$ cat src/rtl/glyph_pkg.sv
package glyph_pkg;
  localparam int GLYPH_BITS = 8;
  localparam int ROW_FIELD_W = 4;

  typedef logic [GLYPH_BITS-1:0] glyph_byte_t;

  typedef struct packed {
    glyph_byte_t bits;
    logic        ninth_on;
    logic        mono;
  } glyph_slot_t;
endpackage

$ cat src/rtl/glyph_addr.sv
module glyph_addr #(
  parameter int CODE_W = 8,
  parameter int ROW_W  = 5,
  parameter int BANK_W = 2,
  parameter int ADDR_W = BANK_W + 1 + CODE_W + glyph_pkg::ROW_FIELD_W
) (
  input  logic [CODE_W-1:0] code,
  input  logic [ROW_W-1:0]  row,
  input  logic              mono,
  input  logic [BANK_W-1:0] bank,
  output logic [ADDR_W-1:0] addr
);
  localparam int RF = glyph_pkg::ROW_FIELD_W;
  logic [RF-1:0] row_field;

  // mono keeps 16 distinct rows, colour keeps 8 (upper half folds down)
  always_comb begin
    if (mono) row_field = row[RF-1:0];
    else      row_field = {1'b0, row[RF-2:0]};
  end

  assign addr = {bank, ~mono, code, row_field};
endmodule

$ cat src/rtl/glyph_fetch.sv
module glyph_fetch
  import glyph_pkg::*;
#(
  parameter int CODE_W  = 8,
  parameter int ROW_W   = 5,
  parameter int BANK_W  = 2,
  parameter int ADDR_W  = 15,
  parameter int LINE_LO = 176,
  parameter int LINE_HI = 223
) (
  input  logic              clk,
  input  logic              rst_n,
  input  logic              cell_valid,
  output logic              cell_ready,
  input  logic [CODE_W-1:0] cell_code,
  input  logic [ROW_W-1:0]  cell_row,
  input  logic              cell_mono,
  input  logic [BANK_W-1:0] cell_bank,
  output logic              rom_rd,
  output logic [ADDR_W-1:0] rom_addr,
  input  glyph_byte_t       rom_data,
  input  logic              take,
  output glyph_slot_t       slot,
  output logic              slot_valid
);
  logic pend;
  logic pend_ninth, pend_mono;
  logic line_code;

  glyph_addr #(.CODE_W(CODE_W), .ROW_W(ROW_W), .BANK_W(BANK_W), .ADDR_W(ADDR_W)) u_addr (
    .code(cell_code), .row(cell_row), .mono(cell_mono), .bank(cell_bank), .addr(rom_addr)
  );

  assign line_code  = (cell_code >= CODE_W'(LINE_LO)) && (cell_code <= CODE_W'(LINE_HI));
  assign cell_ready = !pend && (!slot_valid || take);
  assign rom_rd     = cell_valid && cell_ready;

  always_ff @(posedge clk) begin
    if (!rst_n) begin
      pend       <= 1'b0;
      pend_ninth <= 1'b0;
      pend_mono  <= 1'b0;
      slot_valid <= 1'b0;
      slot       <= '0;
    end else begin
      pend <= rom_rd;
      if (rom_rd) begin
        pend_ninth <= cell_mono && line_code;
        pend_mono  <= cell_mono;
      end
      if (pend) begin
        slot.bits     <= rom_data;
        slot.ninth_on <= pend_ninth;
        slot.mono     <= pend_mono;
        slot_valid    <= 1'b1;
      end else if (take) begin
        slot_valid <= 1'b0;
      end
    end
  end

  AST_SINGLE_READ: assert property (@(posedge clk) disable iff (!rst_n)
    rom_rd |=> !rom_rd);
  AST_DATA_NEXT: assert property (@(posedge clk) disable iff (!rst_n)
    rom_rd |=> ##1 slot_valid);
  AST_SLOT_RELEASED: assert property (@(posedge clk) disable iff (!rst_n)
    (take && !pend) |=> !slot_valid);
endmodule

$ cat src/rtl/glyph_shifter.sv
module glyph_shifter
  import glyph_pkg::*;
(
  input  logic        clk,
  input  logic        rst_n,
  input  logic        pix_en,
  input  logic        blank,
  input  glyph_slot_t slot,
  input  logic        slot_valid,
  output logic        take,
  output logic        pix_out
);
  localparam int SH_W = GLYPH_BITS + 1;
  localparam logic [3:0] LAST_COLOUR = 4'(GLYPH_BITS - 1);
  localparam logic [3:0] LAST_MONO   = 4'(GLYPH_BITS);

  logic [SH_W-1:0] shreg;
  logic [3:0]      pos, last;

  assign take    = pix_en && (pos == last);
  assign pix_out = shreg[SH_W-1] & ~blank;

  always_ff @(posedge clk) begin
    if (!rst_n) begin
      shreg <= '0;
      pos   <= LAST_COLOUR;
      last  <= LAST_COLOUR;
    end else if (take) begin
      pos <= '0;
      if (slot_valid) begin
        shreg <= {slot.bits, slot.ninth_on & slot.bits[0]};
        last  <= slot.mono ? LAST_MONO : LAST_COLOUR;
      end else begin
        shreg <= '0;
        last  <= LAST_COLOUR;
      end
    end else if (pix_en) begin
      shreg <= {shreg[SH_W-2:0], 1'b0};
      pos   <= pos + 4'd1;
    end
  end

  AST_HOLD_IDLE: assert property (@(posedge clk) disable iff (!rst_n)
    !pix_en |=> $stable(shreg[SH_W-1]));
  AST_POS_BOUND: assert property (@(posedge clk) disable iff (!rst_n)
    pos <= last);
endmodule

$ cat src/rtl/glyph_row_serializer.sv
module glyph_row_serializer #(
  parameter int CODE_W  = 8,
  parameter int ROW_W   = 5,
  parameter int BANK_W  = 2,
  parameter int LINE_LO = 176,
  parameter int LINE_HI = 223,
  localparam int ADDR_W = BANK_W + 1 + CODE_W + glyph_pkg::ROW_FIELD_W
) (
  input  logic              clk,
  input  logic              rst_n,
  input  logic              cell_valid,
  output logic              cell_ready,
  input  logic [CODE_W-1:0] cell_code,
  input  logic [ROW_W-1:0]  cell_row,
  input  logic              cell_mono,
  input  logic [BANK_W-1:0] cell_bank,
  output logic              rom_rd,
  output logic [ADDR_W-1:0] rom_addr,
  input  logic [7:0]        rom_data,
  input  logic              pix_en,
  input  logic              blank,
  output logic              pix_out
);
  glyph_pkg::glyph_slot_t slot;
  logic slot_valid, take;

  glyph_fetch #(.CODE_W(CODE_W), .ROW_W(ROW_W), .BANK_W(BANK_W), .ADDR_W(ADDR_W),
                .LINE_LO(LINE_LO), .LINE_HI(LINE_HI)) u_fetch (
    .clk(clk), .rst_n(rst_n), .cell_valid(cell_valid), .cell_ready(cell_ready),
    .cell_code(cell_code), .cell_row(cell_row), .cell_mono(cell_mono), .cell_bank(cell_bank),
    .rom_rd(rom_rd), .rom_addr(rom_addr), .rom_data(rom_data),
    .take(take), .slot(slot), .slot_valid(slot_valid)
  );

  glyph_shifter u_shift (
    .clk(clk), .rst_n(rst_n), .pix_en(pix_en), .blank(blank),
    .slot(slot), .slot_valid(slot_valid), .take(take), .pix_out(pix_out)
  );

  AST_BANK_ADDR: assert property (@(posedge clk) disable iff (!rst_n)
    rom_rd |-> (rom_addr[ADDR_W-1 -: BANK_W] == cell_bank));
endmodule

$ cat config.mk
export PLATFORM = sky130hd
export DESIGN_NAME = glyph_row_serializer
export DESIGN_NICKNAME = d
export VERILOG_FILES = /design/src/rtl/glyph_pkg.sv /design/src/rtl/glyph_addr.sv /design/src/rtl/glyph_fetch.sv /design/src/rtl/glyph_shifter.sv /design/src/rtl/glyph_row_serializer.sv
export SDC_FILE = /design/constraint.sdc
export NUM_CORES = 1
export LEC_CHECK = 0
export ABC_AREA = 1
export BUFFER_PORTS_ARGS = -buffer_cell sky130_fd_sc_hd__buf_2
export CAP_MARGIN = 20
export CORE_MARGIN = 1.5
export CORE_UTILIZATION = 29
export CTS_CLUSTER_DIAMETER = 50
export DETAILED_ROUTE_END_ITERATION = 8
export PLACE_DENSITY = 0.56
export RECOVER_POWER = 50
export SYNTH_ARGS = -nofsm -noshare
export SYNTH_HDL_FRONTEND = slang
export SYNTH_HIERARCHICAL = 1
export SYNTH_SLANG_ARGS = --single-unit
$ cat constraint.sdc
create_clock -name clk -period 1.9 [get_ports clk]
set_clock_uncertainty 0.2 [all_clocks]
set_input_delay 0 -clock clk [delete_from_list [all_inputs] [get_ports clk]]
set_output_delay 0 -clock clk [all_outputs]
set_load 0.005 [all_outputs]
==> results.txt, run 1 <==
----------------------------------------------------
[GRT]
  Initial antenna violation count ... 0
  Global-route usage over all layers ... 13.3%
  First-pass GRT wire length ... 5.80 mm
  Total global routing overflow ... 0
  Number of global-route vias before repair ... 1322
  Pin count of the biggest net entering global routing ... 20

[Timing]
  Slew of the pin with the lowest slew margin ... 0.397 ns
  Highest achievable clock rate ... around 0.58 GHz
  Minimum period implied by the final worst setup slack ... 1.73 ns
  Pins Over Slew Limit ... 0
  Setup slack of the critical path after layout ... between 0.15 and 0.2 ns
  Slew margin rel. ... 73.5%
  Hold WS ... -0.00270 ns
  Hold Violations, Final ... 1
  Setup Total Neg Slack ... 0 ns
  Final number of setup-violating endpoints ... 0
  Final period utilization ... 90.9%
  Setup repair after global routing missed its margin ... false

[Place]
  Setup slack at placement ... about 0.26 ns
  Final Wtd Congestion ... 0.806
  Number of buffers added on ports ... 27
  Post-DP HPWL ... 2.24 mm

[Logic synthesis]
  Syn Std Cell Area ... 1520 um2
  Number of different library cells in the post-synthesis netlist ... 23
  Synthesized-area fraction occupied by adder cells ... 0.824%
  Simple-gate share of the synthesized area ... a little over a third
  Area share of the leading cell type in the synthesized netlist ... 38.2%
  Synth warnings ... 6
  Dominant combinational cell family by area after synthesis ... simple AND/OR/NAND/NOR gates
  Synthesized-area fraction occupied by xor and xnor cells ... 0.577%
  Synthesized flop and latch total ... 29
  Fraction of the mapped netlist area in compound gates ... 9.72%
  Largest cells by area after synthesis ... dfxtp_1, nand2_1, nor2_1, buf_4, inv_1
  Proportion of synthesized area in mux cells ... 0%
  Nets in the synthesized netlist ... 248
  Sequential cell area fraction in the yosys report ... 38.2%
  Mean instance size in the synthesized netlist ... ~7.0 um2
  Cell accounting for the most synthesized area ... dfxtp_1
  Number of instances in the synthesized netlist ... 218

[Detailed routing]
  Per-cell via count in the routed design ... between 4 and 5
  Average routed wire per standard cell ... 9.78 um
  Total vias in the final route ... 1443
  DRT Pass-1 Iters ... 4
  Final antenna-violating net count ... 0
  DRT iter0 DRCs ... 66
  Number of design rule violations left after detail routing ... 0
  Total length of routed wires ... 3.31 mm

[Power]
  Pwr/cell area ... 870 nW/um2
  Static leakage ... 0.00106 uW
  Total power ... between 1500 and 2000 uW
  Worst vdd rail ir drop ... 0.000417 V

[Worst setup path]
  Flop2flop setup slack ... ~0.22 ns
  Required time at the worst-slack endpoint ... between 1.5 and 2 ns
  Worst setup SP type ... flop
  Maximum net fanout on the critical path ... 7
  Critical path start-end classification ... reg2out
  Arrival @ worst endpoint ... 1.53 ns
  Crit path capture type ... output port
  Reg-to-reg endpoint ... u_shift/shreg[3]$_SDFFE_PN0P_
  Source of the worst register-to-register timing path ... u_shift/pos[3]$_SDFFE_PP0P_
  FF-to-FF path depth ... 9

[Floorplanning]
  Chip width ... around 75 um
  Core area ... 5070 um2
  Row cnt ... 26
  Ports placed on the boundary ... 47
  Total die area ... about 5700 um2
  Die height ... 75.4 um
  Initial cell density of the core ... around 30%

[Final layout]
  Most frequent cells in the layout ... nand2_1, nor2_1, dlygate4sd3_1
  Net total in the final layout ... ~300
  Most common library cell in the layout ignoring fill and taps ... nand2_1
  Area growth from synthesis to final layout ... 34.8%
  Fraction of final layout cells with drive strength greater than 1 ... approximately 16%
  Count of antenna diodes in the layout ... 0

[CTS]
  Maximum number of buffers from clock root to sink ... 2
  Insertion delay to the later sink of the worst-skew pair ... 0.27 ns
  Clock buffer count from CTS ... 5
  Clock root buffer ... clkbuf_8
  Number of gates given a new drive strength after cts ... 0
  Clock-pin slew on the worst setup and hold paths ... 0.06 ns
  Clock tree from TritonCTS ... built
  Number of clock sinks ... 29
  Number of H-tree branching levels ... 2

[Worst hold path]
  Cells on Worst Hold Path ... 3
  Min-Delay Endpoint ... pix_out
  Beginning of the worst hold path ... blank
  Min-Delay Path Class ... in2out

[Job]
  Max Cap Violations ... 0

[Run status]
  Failing checks ... negative hold slack
  Status ... finished, violations left

----------------------------------------------------
-- cell usage after synthesis --
master / number
nand4_1: 5
nand2_1: 46
a21oi_1: 9
dfxtp_1: 29
nand3_2: 3
and2_1: 1
xor2_1: 1
ha_1: 1
and3_1: 1
buf_2: 5
nand4_2: 1
nor2_1: 36
nand2_4: 3
o21ai_0: 16
a211oi_1: 1
inv_2: 4
nand3_1: 11
nand2_2: 1
inv_1: 26
nand3_4: 1
buf_4: 14
nor2_8: 1
o211ai_1: 2
-- what timing repair did --
action / 4_1_cts / 5_1_grt
buffers inserted: 0 / 0
hold buffers: 32 / 0
hold endpoints to repair: 32 / 0
-- how the worst max path moves through the flow --
stage | startpoint | to | slack [ns]
2_1_floorplan | u_shift/pos[1]$_SDFFE_PN1P_ | u_fetch/pend_ninth$_SDFFE_PN0P_ | 0.37
6_report | u_shift/pos[1]$_SDFFE_PN1P_ | rom_rd | 0.17
5_1_grt | u_shift/pos[1]$_SDFFE_PN1P_ | rom_rd | 0.04
4_1_cts | u_shift/pos[1]$_SDFFE_PN1P_ | rom_rd | 0.14
3_5_place_dp | u_shift/pos[1]$_SDFFE_PN1P_ | u_fetch/pend_ninth$_SDFFE_PN0P_ | 0.26
3_3_place_gp | u_shift/pos[0]$_SDFFE_PN1P_ | u_fetch/pend_ninth$_SDFFE_PN0P_ | 0.27
-- flip-flops by register name, indices dropped and copies added, names as in the netlist --
signal and count:
u_fetch/slot 10, u_shift/shreg 9, u_shift/pos 4, u_shift/last 2, u_fetch/pend 1, u_fetch/pend_mono 1, u_fetch/pend_ninth 1, u_fetch/slot_valid 1
-- final cells by class --
type	instances	area, um2
clock inverters	2	35.0
inverters	30	113
well taps	70	87.6
fillers	553	3030
clock buffers	5	68.8
repair buffers	62	472
multi-input cells	140	691
flip-flops and latches	29	581
-- report_power, final --
part	internal, uW	switching (uW)	total (uW)
clock network	380	227	607
registers	667	45.9	713
logic	192	269	461
total	1240	541	1780
-- stage by stage --
step	std cells	hold WS (ns)	cell area (um2)	utilization [%]
after detailed placement	299	-0.200	1630	32.2
after global routing	338	0.0232	2050	40.3
after floorplan	218	-0.173	1520	-
after CTS	338	0.000566	2060	40.6
after global placement	299	-0.200	1630	32.2
final	338	-0.00270	2050	40.3
-- critical path, stage by stage (launching register included) --
cell and delay (ns):
dfxtp_1 0.41, nand3_2 0.13, nand2_2 0.17, nand2_4 0.08
nor2_8 0.08, inv_2 0.05, nand2_4 0.06, nand3_2 0.09
inv_1 0.07, buf_2 0.11
-- layer usage --
| layer | vias up | global-route usage (%) | share of wire [%] |
|---|---|---|---|
| li1 | 770 | - | - |
| met1 | 632 | 16.8 | 48 |
| met2 | 35 | 22.2 | 46 |
| met3 | 6 | 3.57 | 4.0 |
| met4 | 0 | 4.17 | 1.2 |
| met5 | - | 0 | 0 |
-- kinds of logic after synthesis --
family | Yosys count
compound gates | 28
fa+ha+maj | 1
buf+inv | 49
simple gates | 110
xor+xnor | 1
flops | 29
Power figures use the tool's default switching activity.
==> inputs of run 2 (changes only) <==
- ABC_AREA: 1 -> 0
- CELL_PAD_IN_SITES_DETAIL_PLACEMENT: not set -> 1
- CELL_PAD_IN_SITES_GLOBAL_PLACEMENT: not set -> 2
- CORE_UTILIZATION: 29 -> 28
- PLACE_DENSITY: 0.56 -> 0.83
- SYNTH_HIERARCHICAL: 1 -> not set
==> results.txt, run 2 <==
----------------------------------------------------
[Run status]
  Status ... complete, no violations

[Logic synthesis]
  Post-synthesis async set-or-reset flop share ... 0% (unchanged)
  Number of different library cells in the post-synthesis netlist ... 31 (+35%)
  Synth warnings ... 0 (-6)
  Cell accounting for the most synthesized area ... dfxtp_1
  Count of flip-flops with a built-in enable after synthesis ... 0 (unchanged)
  Area share of the leading cell type in the synthesized netlist ... 42.4% (+4.2 points)
  Cell with the most instances after synthesis ... dfxtp_1
  Largest cells by area after synthesis ... dfxtp_1, mux2i_1, buf_4, nor2b_1, o21ai_0
  Sequential cell area fraction in the yosys report ... 42.4% (+4.2 points)
  Syn Std Cell Area ... 1370 um2 (-9.8%)
  Nets in the synthesized netlist ... 177 (-29%)
  Prevailing post-synth register cell ... dfxtp_1
  Mean instance size in the synthesized netlist ... 9.32 um2 (+34%)
  Number of instances in the synthesized netlist ... 147 (-33%)
  Commonest cells in the netlist ... dfxtp_1, buf_4, mux2i_1
  Synthesized flop and latch total ... 29 (unchanged)

[GRT]
  Initial antenna violation count ... 0 (unchanged)
  Pin count of the biggest net entering global routing ... 32 (+60%)
  Global-route usage over all layers ... 13.0% (-0.28 points)
  Total global routing overflow ... 0 (unchanged)
  First-pass GRT wire length ... 5.22 mm (-10%)
  Number of global-route vias before repair ... 1179 (-11%)

[Timing]
  Highest achievable clock rate ... 0.550 GHz (-4.9%)
  Minimum period implied by the final worst setup slack ... 1.82 ns (+0.0897 ns)
  Final period utilization ... 95.7% (+4.7 points)
  Setup Total Neg Slack ... 0 ns (unchanged)
  Setup repair after global routing missed its margin ... true
  Hold Violations, Final ... 0 (-1)
  Setup slack of the critical path after layout ... 0.0823 ns (-0.0897 ns)
  Final number of setup-violating endpoints ... 0 (unchanged)
  Slew margin rel. ... 67.2% (-6.3 points)
  Pins Over Slew Limit ... 0 (unchanged)
  Slew of the pin with the lowest slew margin ... 0.491 ns (+0.0937 ns)

[Floorplanning]
  Ports placed on the boundary ... 47 (unchanged)
  Die height ... 73.0 um (-3.2%)
  Total die area ... 5320 um2 (-6.3%)
  Chip width ... 73.0 um (-3.2%)
  Initial cell density of the core ... 29.0% (-0.92 points)
  Core area ... 4720 um2 (-6.9%)
  Row cnt ... 25 (-3.8%)

[Worst setup path]
  Reg-to-reg endpoint ... u_shift.shreg[4]$_SDFFE_PN0P_
  Crit path capture type ... output port
  Required time at the worst-slack endpoint ... 1.70 ns (about the same)
  Source of the worst register-to-register timing path ... u_shift.pos[0]$_SDFFE_PN1P_
  Critical path start-end classification ... reg2out
  Cell-by-cell trace of the critical path ... nor4_4 > o211ai_2 > a21oi_1 > buf_2
  Cell family with most CP delay ... compound AO/OA/AOI/OAI gates
  FF-to-FF path depth ... 5 (-4)
  Max stage delay cell, worst path ... dfxtp_1
  Max stage delay on crit path ... 0.39 ns (-0.02 ns)
  Maximum net fanout on the critical path ... 6 (-1)
  Flop2flop setup slack ... 0.13 ns (-0.09 ns)
  CP bufs+invs ... 1 (-2)
  Worst setup SP type ... flop
  Arrival @ worst endpoint ... 1.62 ns (+0.09 ns)

[Place]
  Final Wtd Congestion ... 0.706 (-13%)
  Number of buffers added on ports ... 27 (unchanged)
  Setup slack at placement ... 0.129 ns (-0.128 ns)
  Post-DP HPWL ... 2.16 mm (-3.4%)

[Detailed routing]
  Average routed wire per standard cell ... 12.4 um (+27%)
  Number of design rule violations left after detail routing ... 0 (unchanged)
  Total vias in the final route ... 1157 (-20%)
  DRT iter0 DRCs ... 44 (-33%)
  Total length of routed wires ... 3.16 mm (-4.5%)
  Per-cell via count in the routed design ... 4.56 (+6.7%)
  DRT Pass-1 Iters ... 4 (unchanged)
  Final antenna-violating net count ... 0 (unchanged)

[CTS]
  Clock tree from TritonCTS ... built
  Postcts setup bufs ... 0 (unchanged)
  Insertion delay to the later sink of the worst-skew pair ... 0.28 ns (about the same)
  Number of H-tree branching levels ... 2 (unchanged)
  Clock buffer count from CTS ... 5 (unchanged)
  Clock-pin slew on the worst setup and hold paths ... 0.06 ns (about the same)
  Clock root buffer ... clkbuf_8
  Number of clock sinks ... 29 (unchanged)
  Maximum number of buffers from clock root to sink ... 2 (unchanged)

[Power]
  Static leakage ... 0.000705 uW (-33%)
  Worst vdd rail ir drop ... 0.000393 V (-5.7%)
  Pwr/cell area ... 841 nW/um2 (-3.4%)

[Final layout]
  Most common library cell in the layout ignoring fill and taps ... dfxtp_1
  Most frequent cells in the layout ... dfxtp_1, dlygate4sd3_1, buf_2
  Max reg flops ... 10 (unchanged)
  Area used by multi-input combinational logic ... 634 um2 (-8.2%)
  Count of antenna diodes in the layout ... 0 (unchanged)
  Net total in the final layout ... 217 (-27%)
  Final core utilization ... 38.3% (-2.0 points)
  Register area ... 581 um2 (unchanged)
  Most flops, register ... u_fetch.slot
  Fraction of final layout cells with drive strength greater than 1 ... 19.3% (+2.8 points)
  Area growth from synthesis to final layout ... 32.1%
  Largest registers in the final layout ... u_fetch.slot (10), u_shift.shreg (9), u_shift.pos (4)
  Count of filler cells inserted in the layout ... 563 (+1.8%)

[Worst hold path]
  Min-Delay Endpoint ... pix_out
  Cells on Worst Hold Path ... 3 (unchanged)
  Beginning of the worst hold path ... blank
  Min-Delay Path Class ... in2out

[Job]
  Max Cap Violations ... 0 (unchanged)

----------------------------------------------------
run 2: cell types whose count changed in the layout (fill, tap and decap cells not counted), sizes merged, moves of 7 or more:
cell	previous run	this run
dlygate4sd3	32	24
nor2b	0	12
mux2i	0	14
nand2	50	13
a31oi	0	7
inv	30	3
nor2	37	2
run 2: timing repair:
| item | 4_1_cts | 5_1_grt |
|---|---|---|
| hold buffers | 24 | 0 |
| resized for setup | 0 | 1 |
| setup endpoints to repair | 0 | 4 |
| hold endpoints to repair | 28 | 0 |
run 2: cell type report:
class,instances,share of cell area (%)
Inverter,3,0.622
Tap cell,67,4.63
Sequential cell,29,32.1
Clock buffer,7,4.77
Multi-Input combinational cell,93,35.1
Timing Repair Buffer,55,22.8
run 2: through the flow:
| step | hold slack (ns) | power, uW | area (um2) | instances |
|---|---|---|---|---|
| 6_report | 0.00180 | 1520 | 1810 | 254 |
| 5_1_grt | 0.0225 | 1610 | 1810 | 254 |
| 4_1_cts | 0.00476 | 1550 | 1810 | 254 |
| 3_5_place_dp | -0.200 | 993 | 1490 | 223 |
| 3_3_place_gp | -0.200 | 971 | 1490 | 223 |
| 2_1_floorplan | -0.173 | 915 | 1370 | 147 |
run 2: cell families after synthesis:
| kind of cell | Yosys count | share of synthesized area (%) |
|---|---|---|
| AND/OR/NAND/NOR | 46 | 18.9 |
| flip-flops | 29 | 42.4 |
| AO/OA/AOI/OAI | 27 | 13.1 |
| buffers and inverters | 25 | 11.3 |
| multiplexers | 14 | 10.2 |
| XOR/XNOR | 5 | 3.20 |
| adder cells (fa/ha/maj) | 1 | 0.913 |
run 2: how the worst max path moves through the flow:
stage,cells past startpoint,end,slack [ns],startpoint
floorplan,4,u_fetch.pend_mono$_SDFFE_PN0P_,0.36,u_shift.pos[0]$_SDFFE_PN1P_
global placement,5,u_shift.shreg[5]$_SDFFE_PN0P_,0.24,u_shift.pos[0]$_SDFFE_PN1P_
detailed placement,5,u_shift.shreg[8]$_SDFFE_PN0P_,0.13,u_shift.pos[0]$_SDFFE_PN1P_
CTS,4,rom_rd,0.05,u_shift.pos[0]$_SDFFE_PN1P_
global route,4,cell_ready,-0.05,u_shift.pos[0]$_SDFFE_PN1P_
finish,4,cell_ready,0.08,u_shift.pos[0]$_SDFFE_PN1P_
run 2: where the power goes:
part | switching [uW] | internal (uW) | leakage, uW | total, uW
clock network | 220 | 286 | 0.0000443 | 506
logic | 147 | 165 | 0.000423 | 311
registers | 50.3 | 654 | 0.000238 | 704
run 2: worst register-to-register path: stages (launching register included):
cell and delay, ns:
dfxtp_1 0.39, nor4_4 0.37, o211a_1 0.29, buf_12 0.15, nand3_1 0.09, a31oi_1 0.20
run 2: layer usage:
metal | vias up | part of all wire (%) | GRT usage, %
met4 | 0 | 1.8 | 6.29
met1 | 558 | 43 | 14.4
met3 | 4 | 3.0 | 3.73
met5 | - | 0 | 0
li1 | 572 | - | -
met2 | 23 | 52 | 22.9
